[config.mk]
export PLATFORM = sky130hd
export DESIGN_NAME = cplx_stream_mul
export DESIGN_NICKNAME = d
export VERILOG_FILES = /design/src/rtl/cmul_pkg.sv /design/src/rtl/cmul_join.sv /design/src/rtl/cmul_ctrl_pipe.sv /design/src/rtl/cmul_datapath.sv /design/src/rtl/cplx_stream_mul.sv
export SDC_FILE = /design/constraint.sdc
export NUM_CORES = 2
export LEC_CHECK = 0
export ABC_AREA = 1
export BUFFER_PORTS_ARGS = -buffer_cell sky130_fd_sc_hd__buf_2
export CAP_MARGIN = 10
export CORE_MARGIN = 5
export CORE_UTILIZATION = 40
export CTS_BUF_LIST = sky130_fd_sc_hd__clkbuf_8
export CTS_CLUSTER_DIAMETER = 200
export CTS_CLUSTER_SIZE = 40
export DETAILED_ROUTE_END_ITERATION = 12
export GPL_ROUTABILITY_DRIVEN = 0
export PLACE_DENSITY_LB_ADDON = 0.2
export SLEW_MARGIN = 15
export SYNTH_ARGS = -nofsm -noshare
export SYNTH_HDL_FRONTEND = slang
export SYNTH_HIERARCHICAL = 1
export SYNTH_SLANG_ARGS = --single-unit
[constraint.sdc]
create_clock -name clk -period 7.1 [get_ports clk]
set_input_delay 0.71 -clock clk [delete_from_list [all_inputs] [get_ports clk]]
set_output_delay 0.71 -clock clk [all_outputs]
set_load 0.005 [all_outputs]
[src/rtl/cmul_pkg.sv]
package cmul_pkg;
   // Fixed number of register stages from acceptance to output
   localparam int unsigned CMUL_STAGES = 4;

   // Control tag carried alongside the data in each stage
   typedef struct packed {
      logic vld;
      logic last;
   } cmul_tag_t;
endpackage

[src/rtl/cmul_join.sv]
module cmul_join (
   input  logic a_valid,
   input  logic b_valid,
   input  logic adv,
   output logic a_ready,
   output logic b_ready,
   output logic fire
);
   // Each side is offered ready only when its partner is also valid
   assign a_ready = b_valid & adv;
   assign b_ready = a_valid & adv;
   assign fire    = a_valid & b_valid & adv;
endmodule

[src/rtl/cmul_ctrl_pipe.sv]
module cmul_ctrl_pipe
   import cmul_pkg::*;
#(
   parameter int unsigned STAGES = CMUL_STAGES
) (
   input  logic clk,
   input  logic rst_n,
   input  logic fire,
   input  logic in_last,
   input  logic out_ready,
   output logic adv,
   output logic out_valid,
   output logic out_last
);
   cmul_tag_t tag_q [STAGES];

   // Global stall: only a valid, unaccepted head blocks the pipe
   assign adv = ~tag_q[STAGES-1].vld | out_ready;

   generate
      for (genvar s = 0; s < STAGES; s++) begin : g_stage
         if (s == 0) begin : g_head
            always_ff @(posedge clk) begin
               if (!rst_n) begin
                  tag_q[0] <= '0;
               end else if (adv) begin
                  tag_q[0].vld  <= fire;
                  tag_q[0].last <= fire & in_last;
               end
            end
         end else begin : g_body
            always_ff @(posedge clk) begin
               if (!rst_n) begin
                  tag_q[s] <= '0;
               end else if (adv) begin
                  tag_q[s] <= tag_q[s-1];
               end
            end
         end
      end
   endgenerate

   assign out_valid = tag_q[STAGES-1].vld;
   assign out_last  = tag_q[STAGES-1].last;

   AST_VALID_HOLD: assert property (@(posedge clk) disable iff (!rst_n)
      (out_valid && !out_ready) |=> (out_valid && $stable(out_last))) else
      $error("valid or last dropped during stall");
endmodule

[src/rtl/cmul_datapath.sv]
module cmul_datapath #(
   parameter int unsigned LANE_W  = 24,
   parameter int unsigned A_VAL_W = 21,
   parameter int unsigned B_W     = 16,
   parameter int unsigned DROP    = 6,
   localparam int unsigned PROD_W = A_VAL_W + B_W,
   localparam int unsigned FULL_W = PROD_W + 1,
   localparam int unsigned OUT_W  = FULL_W - DROP
) (
   input  logic                  clk,
   input  logic                  adv,
   input  logic [2*LANE_W-1:0]   a_data,
   input  logic [2*B_W-1:0]      b_data,
   output logic [2*OUT_W-1:0]    p_data
);
   // Lane 0 = in-phase / cosine, lane 1 = quadrature / sine
   logic signed [A_VAL_W-1:0] a_lane [2];
   logic signed [B_W-1:0]     b_lane [2];

   generate
      for (genvar l = 0; l < 2; l++) begin : g_unpack
         // Pad bits above A_VAL_W are discarded; sign comes from bit A_VAL_W-1
         assign a_lane[l] = $signed(a_data[l*LANE_W +: A_VAL_W]);
         assign b_lane[l] = $signed(b_data[l*B_W +: B_W]);
      end
   endgenerate

   // Stage 1: operand capture
   logic signed [A_VAL_W-1:0] s1_i, s1_q;
   logic signed [B_W-1:0]     s1_c, s1_s;
   // Stage 2: four partial products
   logic signed [PROD_W-1:0]  s2_ic, s2_qs, s2_is, s2_qc;
   // Stage 3: full-precision sums
   logic signed [FULL_W-1:0]  s3_re, s3_im;
   // Stage 4: truncated output
   logic [OUT_W-1:0]          s4_re, s4_im;

   always_ff @(posedge clk) begin
      if (adv) begin
         s1_i  <= a_lane[0];
         s1_q  <= a_lane[1];
         s1_c  <= b_lane[0];
         s1_s  <= b_lane[1];
         s2_ic <= PROD_W'(s1_i) * PROD_W'(s1_c);
         s2_qs <= PROD_W'(s1_q) * PROD_W'(s1_s);
         s2_is <= PROD_W'(s1_i) * PROD_W'(s1_s);
         s2_qc <= PROD_W'(s1_q) * PROD_W'(s1_c);
         s3_re <= FULL_W'(s2_ic) - FULL_W'(s2_qs);
         s3_im <= FULL_W'(s2_is) + FULL_W'(s2_qc);
         s4_re <= s3_re[FULL_W-1:DROP];
         s4_im <= s3_im[FULL_W-1:DROP];
      end
   end

   assign p_data = {s4_im, s4_re};
endmodule

[src/rtl/cplx_stream_mul.sv]
module cplx_stream_mul
   import cmul_pkg::*;
#(
   parameter int unsigned LANE_W  = 24,
   parameter int unsigned A_VAL_W = 21,
   parameter int unsigned B_W     = 16,
   parameter int unsigned DROP    = 6,
   parameter int unsigned OUT_W   = 32,
   localparam int unsigned FULL_W = A_VAL_W + B_W + 1
) (
   input  logic                clk,
   input  logic                rst_n,
   input  logic [2*LANE_W-1:0] a_data,
   input  logic                a_last,
   input  logic                a_valid,
   output logic                a_ready,
   input  logic [2*B_W-1:0]    b_data,
   input  logic                b_valid,
   output logic                b_ready,
   output logic [2*OUT_W-1:0]  p_data,
   output logic                p_last,
   output logic                p_valid,
   input  logic                p_ready
);
   generate
      if (A_VAL_W > LANE_W) begin : g_bad_lane
         $error("A_VAL_W must fit inside LANE_W");
      end
      if (FULL_W - DROP != OUT_W) begin : g_bad_out
         $error("OUT_W must equal the full product width minus DROP");
      end
      if (DROP >= FULL_W) begin : g_bad_drop
         $error("DROP must be smaller than the full product width");
      end
   endgenerate

   logic adv, fire;

   cmul_join u_join (
      .a_valid (a_valid),
      .b_valid (b_valid),
      .adv     (adv),
      .a_ready (a_ready),
      .b_ready (b_ready),
      .fire    (fire)
   );

   cmul_ctrl_pipe #(.STAGES(CMUL_STAGES)) u_ctrl (
      .clk       (clk),
      .rst_n     (rst_n),
      .fire      (fire),
      .in_last   (a_last),
      .out_ready (p_ready),
      .adv       (adv),
      .out_valid (p_valid),
      .out_last  (p_last)
   );

   cmul_datapath #(
      .LANE_W  (LANE_W),
      .A_VAL_W (A_VAL_W),
      .B_W     (B_W),
      .DROP    (DROP)
   ) u_dp (
      .clk    (clk),
      .adv    (adv),
      .a_data (a_data),
      .b_data (b_data),
      .p_data (p_data)
   );

   AST_PAIRED_XFER: assert property (@(posedge clk) disable iff (!rst_n)
      (a_valid && a_ready) |-> (b_valid && b_ready)) else
      $error("sample accepted without oscillator word");

   AST_STALL_NO_ACCEPT: assert property (@(posedge clk) disable iff (!rst_n)
      (p_valid && !p_ready) |-> !(a_ready || b_ready)) else
      $error("input accepted during output stall");

   AST_DATA_HOLD: assert property (@(posedge clk) disable iff (!rst_n)
      (p_valid && !p_ready) |=> $stable(p_data)) else
      $error("output data changed during stall");
endmodule

==> impl_metrics.yaml <==
floorplanning:
  die_w_um: 425
  die_y_um: 425
  core_um2: 172000
  io_pins: 154
  start_util_pct: 40.2
  die_area_um2: 181000
  row_count: 152
global_route:
  grt_max_degree: 161
  grt_pass1_wl_um: 309000
  grt_pass1_vias: 55585
  antenna_found_initial: 8
  grt_use_total_pct: 21.8
  grt_overflow_total: 0
yosys:
  synth_common_cells: "inv_1 (2471), nand2_1 (2288), fa_1 (1328), ha_1 (440), nor2_1 (386)"
  syn_area_per_cell_um2: 8.11
  synth.yosys.warnings: 6
  ys_types: 43
  yosysTopAreaCell: "fa_1"
  ys_seq_elements: 358
  synth_top_area_share_pct: 38.5
  syn-cell-area_um2: 69000
  synth_nets: 10370
  async_flop_share_pct: 0
  yosys.cell_count.top_type: "inv_1"
  synth_ff_type: "edfxtp_1"
  synth_seq_area_share_pct: 15.6
  synthTopCellsByArea: "fa_1 (39%), edfxtp_1 (16%), inv_1 (13%), nand2_1 (12%), ha_1 (8.0%)"
  synth_edf_count: 358
  syn-instance-count: 8516
cts:
  clkSinkCount: 358
  cts_max_level: 1
  root_buffer: "clkbuf_8"
  clockBufferDepth: 3
  clk_latency_ps: 800
  cts_made_buffers: 16
  postCtsResizedCells: 0
  clk_transition_reported_paths_ps: 230
  post-cts-setup-buffer-count: 0
  cts_hold_buf: 14
  cts_tree: "yes"
finish:
  multiInputGateArea_um2: 47900
  final_nets: 10417
  drive_above_1_share_pct: 5.12
  fillers: 17443
  regArea_um2: 10800
  area_growth_pct: 6.59
sta:
  setup_violations: 0
  relSlewSlack_pct: 15.8
  maxSlewViolCount: 0
  setup_tns_ps: 0
  rsz0062_at_grt: "no"
  maxClockFrequency_mhz: 154
  timing.final.crit_share_pct: 91.7
  clock_skew_ps: 138
  worst_pin_slew_ps: 1260
  final.min_clock_period_ps: 6510
  hold_viol: 0
setup_path:
  critical_path.max_stage_delay_ps: 1160
  crit_path_start_kind: "register"
  worstPathArrival_ps: 6980
  crit_path_max_fanout: 18
  slowest_stage: "edfxtp_1"
  timing.critical_path.buf_inv: 5
  worstSetupEndpointType: "register"
  critPathRequiredTime_ps: 7560
  path_class: "reg -> reg"
  reg2reg_slack_ps: 590
  critical_path.top_delay_family: "adder cells"
  cp_cell_sequence: "buf_4, nand2_1, fa_1, inv_1, fa_1, fa_1, inv_1, fa_1, fa_1, fa_1, inv_1, ha_1, a21oi_1, o21ai_0, inv_1, nor2_1, o21ai_0, nand3_1, nand2_1, nand2_1"
  path_common_cell: "fa_1"
detailed_routing:
  totalWireLength_um: 193000
  wire_per_inst_um: 17.7
  vias: 52728
  post-route-drc-count: 0
  avgViaCountPerCell: 4.85
  antenna_left: 0
  first_iter_violations: 4004
  firstDrtPassIters: 8
hold_path:
  hold_class: "in -> reg"
run_status:
  outcome: "complete, no violations"
flow_run:
  max-cap-violations: 0
placement:
  portBuffers: 147
  hpwlAfterDp_um: 161000
[flip-flops by register name (all words and copies together), names as in the netlist, 32 cells and up]
signal / cells
u_dp/s2_qs: 37
u_dp/s3_re: 32
u_dp/s3_im: 32
u_dp/s4_im: 32
u_dp/s2_qc: 37
u_dp/s2_is: 37
u_dp/s2_ic: 37
u_dp/s4_re: 32
[metal layers]
| metal | up-vias | GRT usage, % | wire length, µm |
|---|---|---|---|
| met5 | - | 0 | 12 |
| met4 | 2 | 6.27 | 6470 |
| met3 | 224 | 2.41 | 10900 |
| met2 | 1435 | 36.8 | 91600 |
| met1 | 26508 | 29.8 | 83600 |
| li1 | 24559 | - | - |
[placed cells by master (no fill, tap or decap), types with 7 or more instances in the layout]
cell / Yosys / routed
a21boi_0: 8 / 8
clkbuf_8: 0 / 17
nor3_2: 10 / 10
inv_2: 19 / 19
nand2_1: 2288 / 2288
nand4_1: 42 / 42
buf_12: 0 / 21
or2_1: 7 / 7
dlygate4sd3_1: 0 / 14
o21bai_1: 35 / 35
edfxtp_1: 358 / 358
xor2_1: 107 / 107
a21oi_1: 216 / 216
inv_1: 2471 / 2471
ha_1: 440 / 440
nor3_1: 14 / 14
nand3_2: 8 / 8
nand2_2: 37 / 36
nand3_1: 214 / 214
o21ai_0: 115 / 115
buf_2: 0 / 147
a21o_1: 12 / 12
a31oi_1: 7 / 7
nor2_1: 386 / 386
o21ai_1: 21 / 21
nor2_2: 22 / 22
xnor2_1: 24 / 24
buf_4: 0 / 130
nor2_4: 7 / 7
fa_1: 1328 / 1328
[per-stage QoR]
stage	area (µm²)	util (%)	hold slack [ps]	std cells	setup slack, ps
floorplan	69000	-	400	8516	887
global placement	73000	42.6	403	10840	687
detailed placement	73000	42.6	405	10841	669
CTS	73600	42.9	0.258	10879	619
global route	73600	42.9	21.7	10880	268
finish	73600	42.9	78.7	10881	587
[layout make-up]
cell class                 instances  share of cell area, %
clock inverter                     7                  0.238
timing repair buffer             313                   3.13
clock buffer                      17                  0.318
antenna                            2                0.00680
tap                             2310                   3.93
inverter                        2491                   12.7
multi-input combinational       5383                   65.1
sequential                       358                   14.6
[final timing paths]
check / to / depth (start not counted) / from
worst max-delay path: u_dp/s2_qc[27] / 20 / u_dp/s1_q[5]
worst min-delay path: u_dp/s1_i[4] / 1 / a_data[4]
worst max register to register: u_dp/s2_qc[27] / 20 / u_dp/s1_q[5]
worst min register to register: u_dp/s4_im[2] / 0 / u_dp/s3_im[8]
[logic make-up after synthesis]
group,Yosys count,share of synthesized area (%)
AOI/OAI and AO/OA,428,3.39
xor gates and xnor gates,131,1.66
adders and majority gates,1768,46.5
buffers and inverters,2775,15.1
DFF,358,15.6
and+or+nand+nor,3056,17.8
Power is left out: the tool's default activity adds up to more than one toggle a clock period on the data nets, which glitch-free logic cannot reach.
